### src/rtl/sio_pkg.sv
package sio_pkg;
  typedef struct packed {
    logic       ext_clk;
    logic       slave;
    logic [1:0] pin_en;
  } sio_ctrl_t;
endpackage

### src/rtl/sio_clkgen.sv
module sio_clkgen #(
  parameter int DIV = 8
) (
  input  logic clk,
  input  logic rst_n,
  input  logic run,
  output logic sck,
  output logic fall_ev,
  output logic rise_ev
);
  localparam int HALF = DIV / 2;
  localparam int CW   = (HALF > 1) ? $clog2(HALF) : 1;
  localparam logic [CW-1:0] LAST = CW'(HALF - 1);

  logic [CW-1:0] cnt;
  logic          sck_r;
  logic          wrap;

  assign wrap    = run && (cnt == LAST);
  assign fall_ev = wrap && sck_r;
  assign rise_ev = wrap && !sck_r;
  assign sck     = sck_r;

  always_ff @(posedge clk or negedge rst_n) begin
    if (!rst_n) begin
      cnt   <= '0;
      sck_r <= 1'b1;
    end else if (!run) begin
      cnt   <= '0;
      sck_r <= 1'b1;
    end else begin
      cnt <= wrap ? '0 : cnt + 1'b1;
      if (wrap) sck_r <= ~sck_r;
    end
  end
endmodule

### src/rtl/sio_edge_sync.sv
module sio_edge_sync #(
  parameter int STAGES = 2
) (
  input  logic clk,
  input  logic rst_n,
  input  logic pin,
  output logic rise_ev,
  output logic fall_ev
);
  logic [STAGES:0] pipe;

  always_ff @(posedge clk or negedge rst_n) begin
    if (!rst_n) pipe <= '1;
    else        pipe <= {pipe[STAGES-1:0], pin};
  end

  assign rise_ev = pipe[STAGES-1] && !pipe[STAGES];
  assign fall_ev = !pipe[STAGES-1] && pipe[STAGES];
endmodule

### src/rtl/sio_shifter.sv
module sio_shifter #(
  parameter int W = 8
) (
  input  logic         clk,
  input  logic         rst_n,
  input  logic         load,
  input  logic [W-1:0] load_data,
  input  logic         begin_ev,
  input  logic         fall_ev,
  input  logic         rise_ev,
  input  logic         sin,
  output logic [W-1:0] shreg,
  output logic         sout,
  output logic         last_ev
);
  localparam int BW = $clog2(W);
  localparam logic [BW-1:0] TOP = BW'(W - 1);

  logic [BW-1:0] bitcnt;

  assign last_ev = rise_ev && (bitcnt == TOP);

  always_ff @(posedge clk or negedge rst_n) begin
    if (!rst_n) begin
      shreg  <= '0;
      sout   <= 1'b1;
      bitcnt <= '0;
    end else begin
      if (load) shreg <= load_data;
      if (begin_ev) bitcnt <= '0;
      if (fall_ev) sout <= shreg[0];
      if (rise_ev) begin
        shreg  <= {sin, shreg[W-1:1]};
        bitcnt <= bitcnt + 1'b1;
      end
    end
  end
endmodule

### src/rtl/sio_port.sv
module sio_port #(
  parameter int DIV       = 8,
  parameter int W         = 8,
  parameter int SYNC_FLOPS = 2
) (
  input  logic         clk,
  input  logic         rst_n,
  input  logic         ctrl_we,
  input  logic [3:0]   ctrl_wdata,
  input  logic         start_i,
  input  logic         load_valid,
  output logic         load_ready,
  input  logic [W-1:0] load_data,
  output logic         rx_valid,
  input  logic         rx_ready,
  output logic [W-1:0] rx_data,
  output logic         irq,
  output logic         rdy_o,
  input  logic         sck_i,
  output logic         sck_o,
  output logic         sck_oe,
  input  logic         sin,
  output logic         sout,
  output logic         sout_oe
);
  import sio_pkg::*;

  sio_ctrl_t ctrl;
  logic      busy;
  logic      pins_on;
  logic      start_ok;
  logic      int_sck, int_fall, int_rise;
  logic      ext_fall, ext_rise;
  logic      fall_ev, rise_ev, last_ev;

  assign pins_on    = (ctrl.pin_en == 2'b11);
  assign start_ok   = start_i && !busy && pins_on;
  assign load_ready = !busy;

  always_ff @(posedge clk or negedge rst_n) begin
    if (!rst_n) ctrl <= '0;
    else if (ctrl_we) ctrl <= sio_ctrl_t'(ctrl_wdata);
  end

  sio_clkgen #(.DIV(DIV)) clkgen_i (
    .clk(clk), .rst_n(rst_n), .run(busy && !ctrl.ext_clk),
    .sck(int_sck), .fall_ev(int_fall), .rise_ev(int_rise)
  );

  sio_edge_sync #(.STAGES(SYNC_FLOPS)) sync_i (
    .clk(clk), .rst_n(rst_n), .pin(sck_i),
    .rise_ev(ext_rise), .fall_ev(ext_fall)
  );

  assign fall_ev = busy && (ctrl.ext_clk ? ext_fall : int_fall);
  assign rise_ev = busy && (ctrl.ext_clk ? ext_rise : int_rise);

  sio_shifter #(.W(W)) shift_i (
    .clk(clk), .rst_n(rst_n),
    .load(load_valid && load_ready), .load_data(load_data),
    .begin_ev(start_ok), .fall_ev(fall_ev), .rise_ev(rise_ev),
    .sin(sin), .shreg(rx_data), .sout(sout), .last_ev(last_ev)
  );

  always_ff @(posedge clk or negedge rst_n) begin
    if (!rst_n) begin
      busy     <= 1'b0;
      rx_valid <= 1'b0;
      irq      <= 1'b0;
      rdy_o    <= 1'b0;
    end else begin
      irq <= last_ev;
      if (start_ok)     busy <= 1'b1;
      else if (last_ev) busy <= 1'b0;
      if (last_ev)                     rx_valid <= 1'b1;
      else if (start_ok || rx_ready)   rx_valid <= 1'b0;
      if (start_ok && ctrl.slave)      rdy_o <= 1'b1;
      else if (fall_ev || !busy)       rdy_o <= start_ok && ctrl.slave;
    end
  end

  assign sck_o   = ctrl.ext_clk ? 1'b1 : int_sck;
  assign sck_oe  = pins_on && !ctrl.ext_clk;
  assign sout_oe = pins_on;
endmodule

### config.mk
export PLATFORM = sky130hd
export DESIGN_NAME = sio_port
export DESIGN_NICKNAME = d
export VERILOG_FILES = /design/src/rtl/sio_pkg.sv /design/src/rtl/sio_clkgen.sv /design/src/rtl/sio_edge_sync.sv /design/src/rtl/sio_shifter.sv /design/src/rtl/sio_port.sv
export SDC_FILE = /design/constraint.sdc
export NUM_CORES = 1
export LEC_CHECK = 0
export ABC_AREA = 1
export CAP_MARGIN = 20
export CORE_AREA = 5 5 72 48
export DETAILED_ROUTE_END_ITERATION = 7
export DIE_AREA = 0 0 77 53
export PLACE_DENSITY = 0.74
export RECOVER_POWER = 25
export SLEW_MARGIN = 30
export SYNTH_ARGS = -nofsm -noshare
export SYNTH_HDL_FRONTEND = slang
export SYNTH_HIERARCHICAL = 1
export SYNTH_SLANG_ARGS = --single-unit
### constraint.sdc
create_clock -name clk -period 1.8 [get_ports clk]
set_input_delay 0.27 -clock clk [delete_from_list [all_inputs] [get_ports clk]]
set_output_delay 0.27 -clock clk [all_outputs]
set_load 0.05 [all_outputs]
; ---- After elaboration in Yosys (flattened, before gate mapping)
; Cells that the tools add are included.
[op_classes]
n_reduce_logical = 26
muxes = 17
n_addsub = 2
bitwise_logic = 1
n_eq_ne = 4
[ops]
columns = cell, n
row1 = $mux W8, 2
row2 = $logic_and A1 B1 Y1, 14
row3 = $mux W1, 11
row4 = $reduce_bool A2 Y1, 5
row5 = $mux W3, 2
row6 = $logic_not A1 Y1, 5
row7 = $eq A2 B2 Y1 const B, 2
row8 = $mux W2, 2
row9 = $add A3 B1 Y3 const B, 1
row10 = $eq A3 B3 Y1 const B, 1
row11 = $add A2 B1 Y2 const B, 1
row12 = $logic_or A1 B1 Y1, 2
row13 = $ne A2 B2 Y1 const B, 1
row14 = $not A1 Y1, 1
[word_totals]
elab_cells = 63
output_inout_bits = 16
reg_bits = 26

; ---- Longest topological paths before layout
[logic_depth]
word_depth = 9
ltp_mapped = 11

; ---- Cells and area by module
; The synthesis kept the hierarchy.
[modules_own_cells]
columns = mod, cells_each, seq_area_each_um2, area_per_inst_um2, n_inst
row1 = sio_shifter, 64, 301.5, 548.0, 1
row2 = sio_port, 49, 200.2, 379.1, 1
row3 = sio_clkgen, 16, 76.3, 135.1, 1
row4 = sio_edge_sync, 7, 78.8, 93.8, 1

; ---- Worst setup path after synthesis
; Ideal clock, no wire load.
[synth_path]
path_type = register to register
from = register busy
to = register busy
path_stages_with_launch = 11
t_arrival_ns = 1.747
setup_slack_ns = -0.083
path_buffers = 1
setup_ns = 0.136
required_ns = 1.664
path_cell_list = dfrtp_1 > inv_1 > nor2_1 > nand2_1 > nor2_1 > o21ai_0 > nor2_1 > buf_2 > nand2_1 > inv_2 > o21ai_2
[synth_between]
word_cells_on_any_way = 11
[synth_lines]
columns = item, line_no
row1 = "start, declared", sio_port.sv:29  ; logic busy;
row2 = "start signal, assigned", sio_port.sv:67  ; busy <= 1'b0;
row3 = "start signal, assigned", sio_port.sv:73  ; if (start_ok) busy <= 1'b1;
row4 = "start signal, assigned", sio_port.sv:74  ; else if (last_ev) busy <= 1'b0;
row5 = $logic_not A1 Y1 *, n/a
row6 = net load_ready, sio_port.sv:12  ; output logic load_ready,
row7 = $logic_and A1 B1 Y1 * (2 in a row), sio_port.sv:37  ; assign start_ok = start_i && !busy && pins_on;
row8 = $mux W1 or $reduce_bool A2 Y1 (tied branches), n/a
; The timed path passes the listed nets; every way through them passes the cells marked *.
; A chain may end at the register's enable or synchronous reset.

; ---- Worst setup path after layout
[layout_path]
from = register shift_i.shreg[6]
to = output port rx_data[6]
[layout_lines]
columns = item, line_no
row1 = "start, declared", sio_shifter.sv:12  ; output logic [W-1:0] shreg,
row2 = "start signal, assigned", sio_shifter.sv:29  ; if (load) shreg <= load_data;
row3 = "start signal, assigned", sio_shifter.sv:33  ; shreg <= {sin, shreg[W-1:1]};
row4 = "end, declared", sio_port.sv:16  ; output logic [W-1:0] rx_data,
; No word-level cell between the ends.

==> qor.txt <==
CTS tree - done
Pwr Total - 2.32 mW
DR pass1 iterations - 6
Fin cells - 212
Share of power burned in registers - 0.385
Slew headroom - 0.573
DIE AREA - 0.00408 mm^2
Crit Path Class - reg2out
Worst Path Max Fanout - 3
Worst-Skew Late Latency - 0.27 ns
H-tree depth - 1
Dominant cell type by area after synthesis - dfrtp_1
Met3 wire length - 146 um
R2R setup slack - 0.14 ns
Psw - 1.02 mW
M1 WL - 1210 um
Overflow after GRT - 0
Worst-Margin Slew - 0.641 ns
Remaining antenna violation count after routing - 0
Area contributors post-synth - dfrtp_1, nand2_1, dfstp_2
Vias - 961
Via-to-Cell Ratio - 4.53
CP cell instances - clkdlybuf4s50_1
Bufs and invs on worst path - 1
GRT Overall Usage - 0.128
Row cnt - 15
Worst path required time - 1.53 ns
Post_cts resized - 0
Met2 routed wirelength - 1130 um
Initial antenna violation count - 0
Synthesized Nets - 159
Post-synthesis register bit count - 26
Cells after Synth - 136
Commonest cells post-synth - nand2_1, dfrtp_1, nand3_1
First-pass GRT wire length - 4110 um
Largest net degree at the start of global routing - 27
Initial Util - 0.425
WL final - 2500 um
Setup crit end kind - primary output
Clock group share of total power - 0.143
Crit path largest cell delay - 0.81 ns
Ports - 36
Switch share - 0.440
Synthesized cell area - 0.00116 mm^2
Vias in the first global route - 917
I/O Buffers - 35
Layout Utilization - 0.587
Post-synthesis cell type count - 17
Clock Skews - 0.00202 ns
Pint - 1.30 mW
Global placement routability congestion - 0.835
Share of layout cells above drive strength 1 - 0.208
PwrDens - 1450 mW/mm^2
Final Hold Viols - 0
Post-CTS Hold Buffers - 0
Core Region - 0.00272 mm^2
CP arrival - 1.46 ns
Async SR Flop Fraction - 1.00
Fillers - 244
Bufs on Longest Clock Path - 2
Total CTS buffers - 3
Syn_area_per_cell - 8.50 um^2
Synth warnings - 6
# placed instances - 208
Remaining DRCs - 0
Nets - 202
Diode count - 0
Cell family with most CP delay - buffers and inverters
Area added between synthesis and finish - 38.1%
Post-DP HPWL - 1980 um
WL per Instance - 11.8 um
F_max - 577 MHz
Worst path slowest cell - clkdlybuf4s50_1
Post-synth EDFFs - 0
Maximum Capacitance Violations - 0
Leak pwr - 0.806 nW
Worst Hold Class - reg2reg
Top routing layer in use - met4
Clock sinks - 26
Worst setup SP type - register
Die Height - 53 um
Seq/Total Area, Yosys - 0.568
Combinational Power Share - 0.472
Status - finished clean
Worst-path clk slew - 0.08 ns
Most frequent cell after synthesis - nand2_1
Initial DRC count - 49
Die width - 77 um
Final Slew Violations - 0
RSZ-0062 raised after global routing - no
Setup repair bufs after CTS - 0
Tcrit/Tclk final - 0.964
Peak VDD IR - 0.475 mV
Ys flop type - dfrtp_1
Setup violators final - 0
CTS root buffer - clkbuf_8
Post-synth top area share - 0.455
Min Clock Period, post-route - 1.73 ns
## cell families (layout without fill, tap and decap cells)
group	after synthesis	after routing	share of synthesized area
AND/OR/NAND/NOR	76	76	0.278
flip-flops	26	26	0.568
buffers and inverters	22	64	0.0790
AO/OA/AOI/OAI	9	9	0.0422
adder cells (fa/ha/maj)	3	3	0.0325
## metrics by stage
| step | setup TNS [ns] | area, um^2 | setup WS, ns | hold slack [ns] |
|---|---|---|---|---|
| final | 0 | 1600 | 0.0655 | 0.364 |
| after global routing | 0 | 1600 | 0.00823 | 0.376 |
| after CTS | 0 | 1600 | 0.0475 | 0.365 |
| after detailed placement | 0 | 1550 | 0.173 | 0.349 |
| after global placement | 0 | 1550 | 0.200 | 0.347 |
| after floorplan | -0.0410 | 1170 | -0.0363 | -0.0256 |
## flip-flops by register name (all words and copies together), names as in the netlist
signal          flops
busy                1
clkgen_i/cnt        2
clkgen_i/sck        1
ctrl                4
irq                 1
rdy_o               1
rx_valid            1
shift_i/bitcnt      3
shift_i/shreg       8
shift_i/sout        1
sync_i/pipe         3
## power groups by stage
stage	registers [mW]	clock network (mW)	logic, mW
floorplan	1.22	0	0.416
global placement	0.898	0	1.09
detailed placement	0.903	0	1.11
CTS	0.893	0.353	1.11
global route	0.916	0.378	1.19
finish	0.892	0.331	1.09
## placed cells by master, fill, tap and decap left out, types with 4 or more instances in the layout
cell and instances:
buf_4 15, o21ai_0 5, dfstp_2 4, nand2_1 38, inv_2 4, nor2_1 11
nor2_2 4, dfrtp_1 21, inv_1 15, clkdlybuf4s50_1 22, nand3_1 19
## worst register-to-register path, stage by stage, from the launching register on
cell     delay (ns)
dfrtp_1        0.39
ha_1           0.24
nand2_1        0.10
nor2_1         0.05
o21ai_1        0.13
nor2_2         0.06
buf_4          0.16
nor2_2         0.29
nand2_1        0.10
nand3_1        0.09
## worst paths after layout
check	startpoint	end	cells past startpoint
worst max-delay path	shift_i/shreg[6]	rx_data[6]	1
worst min-delay path	sync_i/pipe[0]	sync_i/pipe[1]	0
worst max register to register	clkgen_i/cnt[0]	shift_i/shreg[0]	9
worst min register to register	sync_i/pipe[0]	sync_i/pipe[1]	0
max in group asynchronous	rst_n	ctrl[1]	2
min in group asynchronous	rst_n	shift_i/shreg[3]	2
## cell type report
type | count | area, um^2 | share of cell area
repair buffers | 40 | 358 | 0.224
flip-flops and latches | 26 | 657 | 0.411
well taps | 34 | 42.5 | 0.0266
clock buffers | 4 | 45.0 | 0.0282
inverters | 20 | 78.8 | 0.0494
multi-input cells | 88 | 415 | 0.260
## layer usage
metal	GRT usage	vias up
met5	0	-
met4	0.0257	0
met3	0.0544	2
met2	0.200	17
met1	0.168	439
li1	-	503
(Power assumes the default switching activity.)
